`src/rtl/booth_seq_mult.sv`:
```
module booth_seq_mult #(
  parameter int W = 8
) (
  input  logic           clk,
  input  logic           rst_n,
  input  logic           start,
  input  logic [W-1:0]   multiplicand,
  input  logic [W-1:0]   multiplier,
  output logic           busy,
  output logic           done,
  output logic [2*W-1:0] product
);
  localparam int CW = $clog2(W) + 1;

  logic [W-1:0]  m_reg;
  logic [W:0]    acc;
  logic [W-1:0]  q_reg;
  logic          q_right;
  logic [CW-1:0] iter;

  logic [W:0] m_ext;
  logic [1:0] rec;
  logic [W:0] sum;

  assign m_ext = {m_reg[W-1], m_reg};
  assign rec   = {q_reg[0], q_right};
  assign sum   = (rec == 2'b10) ? acc - m_ext :
                 (rec == 2'b01) ? acc + m_ext : acc;

  assign product = {acc[W-1:0], q_reg};

  always_ff @(posedge clk or negedge rst_n) begin
    if (!rst_n) begin
      m_reg   <= '0;
      acc     <= '0;
      q_reg   <= '0;
      q_right <= 1'b0;
      iter    <= '0;
      busy    <= 1'b0;
      done    <= 1'b0;
    end else begin
      done <= 1'b0;
      if (!busy) begin
        if (start) begin
          m_reg   <= multiplicand;
          acc     <= '0;
          q_reg   <= multiplier;
          q_right <= 1'b0;
          iter    <= '0;
          busy    <= 1'b1;
        end
      end else begin
        acc     <= {sum[W], sum[W:1]};
        q_reg   <= {sum[0], q_reg[W-1:1]};
        q_right <= q_reg[0];
        iter    <= iter + 1'b1;
        if (iter == CW'(W - 1)) begin
          busy <= 1'b0;
          done <= 1'b1;
        end
      end
    end
  end
endmodule

```
`config.mk`:
```
export PLATFORM = sky130hd
export DESIGN_NAME = booth_seq_mult
export DESIGN_NICKNAME = d
export VERILOG_FILES = /design/src/rtl/booth_seq_mult.sv
export SDC_FILE = /design/constraint.sdc
export NUM_CORES = 1
export LEC_CHECK = 0
export BUFFER_PORTS_ARGS = -buffer_cell sky130_fd_sc_hd__clkbuf_2
export CORE_UTILIZATION = 47
export CTS_BUF_LIST = sky130_fd_sc_hd__clkbuf_8
export CTS_CLUSTER_DIAMETER = 150
export DETAILED_ROUTE_END_ITERATION = 10
export MAX_ROUTING_LAYER = met4
export PLACE_DENSITY = 0.68
export SLEW_MARGIN = 20
export SYNTH_ARGS = -nofsm -noshare
export SYNTH_HDL_FRONTEND = slang
export SYNTH_SLANG_ARGS = --single-unit
```
`constraint.sdc`:
```
create_clock -name clk -period 6.2 [get_ports clk]
set_input_delay 1.24 -clock clk [delete_from_list [all_inputs] [get_ports clk]]
set_output_delay 1.24 -clock clk [all_outputs]
set_load 0.1 [all_outputs]
```
* Word-level counts from Yosys, hierarchy flattened
Cells that the tools add are included.
** Word-level totals
- Register bits :: 32
- Bits of input ports :: 19
- Word-level logic and storage cells :: 31
** Operators by class
- $add $sub $neg :: 3
- Equal/unequal tests :: 3
- Mux-type cells :: 15
- Bitwise logic cells :: 1
- Reductions and logical operators :: 2
** Operators by type and width (count)
- 9-bit two-way mux :: 4
- 8-bit two-way mux :: 2
- 9-bit adder :: 1
- 9-bit subtractor :: 1
- 4-bit two-way mux :: 2
- 1-bit two-way mux :: 7
- 4-bit by 1-bit adder with 4-bit output, second input constant :: 1
- 4-bit by 3-bit == test with 1-bit output, second input constant :: 1
- 2-bit by 1-bit == test with 1-bit output, second input constant :: 1
- 2-bit == test, second input constant :: 1
- 2-bit AND reduction :: 1
- 2-bit nonzero test :: 1
- 1-bit NOT :: 1

* Depth between registers and ports, before layout
- Word-level depth :: 4
- Gate-level depth with buffers :: 10
- Gate-level depth less buffers :: 10

* Least setup slack after synthesis
No wires, ideal clock.
- Path type :: flip-flop to flip-flop
- Start point :: register acc[0]
- End point :: register acc[5]
- Library setup time :: 129 ps
- Arrival :: 2400 ps
- Required time :: 6071 ps
- Setup slack :: 3671 ps
- Cell stages (with the launch flop) :: 11
- Period minus slack after synthesis :: 2529 ps
- Cell sequence :: dfrtp_1 inv_1 ha_1 inv_1 fa_1 a211oi_2 nor2_2 nor3_2 a22o_1 a221oi_2 o21ai_1
** Between the ends
- Longest elaborated chain between the ends :: 4
- Elaborated cells between the ends (all ways) :: 5
- Those cells by class :: add/sub (2); mux (3)
** RTL lines
- start: declaration :: line 16 : logic [W:0] acc;
- start signal: assignment :: line 53 : acc <= {sum[W], sum[W:1]};
- 9-bit adder :: line 28 : (rec == 2'b01) ? acc + m_ext : acc;
- 9-bit two-way mux :: line 28
- 9-bit two-way mux (*) :: line 27 : assign sum = (rec == 2'b10) ? acc - m_ext :
- 9-bit two-way mux (*) :: line 43 : if (!busy) begin
Mark *: on every way between the ends. The rest lies on a longest branch, timed or not.
A chain may end at the register's enable or synchronous reset.

* Worst setup path after layout
- Start point :: input port start
- End point :: register m_reg[0]
** Between the ends
- Longest elaborated chain between the ends :: 1
** RTL lines
- start: declaration :: line 6 : input logic start,
- 2-bit AND reduction (no source line)
- end signal: assignment :: line 45 : m_reg <= multiplicand;
- end: declaration :: line 15 : logic [W-1:0] m_reg;
Every way passes these cells.

==> flow_summary.ini <==
[worst_setup_path]
endpoint_kind = flop
reg2reg_from = acc[0]
critPathRequiredTime_ns = 6.37
crit_path_max_fanout = 19
startpoint = start
cp.arrival_ns = 2.89
cp-start-kind = input pin
criticalPathCategory = in -> reg

[floorplan]
core_area_um2 = 4750
start_util_pct = 49.3
fp.dieW_um = 72.6
dieArea_um2 = 5280
die_h_um = 72.6
rows = 25
io_pins = 37

[timing]
setup_viol = 0
skew_ns = 0.00627
tns_ns = 0
drv_slew = 0
min_period_ns = 2.72
rsz0062_at_grt = no
tightest_slew_ns = 0.980
min_period_over_period_pct = 43.9
max_slew_margin_pct = 34.5
final_hold_viol_count = 0
clock.fmax_ghz = 0.367

[finish]
final_cell_mix = 36 x clkbuf_2, 31 x dfrtp_1, 26 x nand2_1, 19 x o21ai_0, 19 x ha_1
fillers = 465
n_antenna_cell = 0
fin_nets = 324
final_common_cell = clkbuf_2
drive_gt1_share_pct = 21.1
multi_input_area_um2 = 1360
area_growth_pct = 9.18
regArea_um2 = 776

[drt]
vias_per_cell = 5.38
drt_iter0_markers = 155
wl_per_cell_um = 14.5
ant_nets = 0
vias = 1895
dr.pass1.iters = 4
totalWireLength_um = 5090
drc_errors = 0

[cts]
cts-root-buf = clkbuf_8
ctsLongestPathBuffers = 2
clk_latency_ns = 0.29
post_cts_buffers = 0
ctsResizeCount = 0
clkSinkCount = 31
cts-htree-levels = 2
clkTransAtPathRegs_ns = 0.07
postCtsHoldBufs = 0
numCtsBuffers = 5
cts_tree = built

[placed_design]
place_congestion = 0.859
hpwlAfterDp_um = 3660
portBuffers = 36

[yosys]
netlist-cell-type-count = 56
synthFlopType = dfrtp_1
netlist_instances = 257
yosysWarnings = 0
yosysSeqAreaShare_pct = 33.1
async_flop_share_pct = 100
synth.cell_area_um2 = 2340
synth.avg_cell_area_um2 = 9.12
synth_seq_cells = 31
synth-edff-count = 0
syn_nets = 297

[flow_run]
drv_cap = 0

[global_route]
grt_pass1_wl_um = 8740
grt_pass1_vias = 1777
grt_antenna_before_repair = 0
use_met1_pct = 30.2
top_usage_layer = met2
grt_max_degree = 45
grt-ovfl-total = 0
grtUsageMet3_pct = 3.73
track_usage_pct = 22.2
gr-usage-met2_pct = 34.3

[hold_path]
hold_start = iter[0]
hold_class = reg -> reg

[run_status]
status = finished clean
-- worst max-delay path, stage by stage --
cell	delay [ns]
clkbuf_2	0.38
nor2b_1	0.84
mux2_2	0.42
-- per-layer routing --
| layer | up-vias | part of all wire, % |
|---|---|---|
| met5 | - | 0 |
| met3 | 7 | 3.3 |
| met2 | 37 | 47 |
| li1 | 967 | - |
| met1 | 884 | 49 |
| met4 | 0 | 1.2 |
-- through the flow --
step	cells	util (%)	hold slack, ns	setup WS, ns	instance area, um2
4_1_cts	352	53.8	0.525	3.43	2560
5_1_grt	352	53.8	0.568	3.34	2560
2_1_floorplan	257	-	0.479	3.67	2340
3_3_place_gp	344	52.1	0.493	3.19	2470
3_5_place_dp	344	52.1	0.506	3.13	2470
6_report	352	53.8	0.521	3.48	2560
-- cell families (layout without fill, tap and decap cells) --
logic type,after synthesis,after routing,synth area share (%)
flops,31,31,33.1
compound gates,76,76,22.1
buf+inv,34,62,8.86
simple gates,80,80,17.9
xor+xnor,4,4,1.49
fa+ha+maj,21,21,11.8
mux,11,11,4.75
-- worst paths after layout --
path | slack, ns | depth (start not counted) | end
max in group asynchronous | 4.64 | 1 | acc[0]
min | 0.52 | 1 | iter[0]
min in group asynchronous | 1.04 | 1 | acc[7]
min reg2reg | 0.52 | 1 | iter[0]
max | 3.48 | 3 | m_reg[0]
max reg2reg | 4.02 | 9 | acc[5]
-- layout make-up --
type	count	share of cell area [%]
inverter	17	2.59
sequential	31	30.3
multi-input combinational	192	53.2
timing repair buffer	37	7.33
clock inverter	3	0.635
clock buffer	5	2.69
tap	67	3.27
-- synth_stat cells, types with 4 or more instances --
library cell / number / area, um2
o21ai_1: 9 / 45.0
nand2_1: 26 / 97.6
ha_1: 19 / 238
nor3b_1: 5 / 37.5
inv_1: 14 / 52.6
buf_6: 6 / 67.6
buf_2: 4 / 20.0
nor2_1: 16 / 60.1
nand3_1: 4 / 20.0
nand2b_1: 9 / 56.3
nor2b_1: 5 / 31.3
nand3b_1: 4 / 30.0
dfrtp_1: 31 / 776
a21oi_1: 11 / 55.1
o21ai_0: 19 / 95.1
mux2i_1: 10 / 100
Power is left out: the tool's default activity adds up to more than one toggle a clock period on the data nets, which glitch-free logic cannot reach.
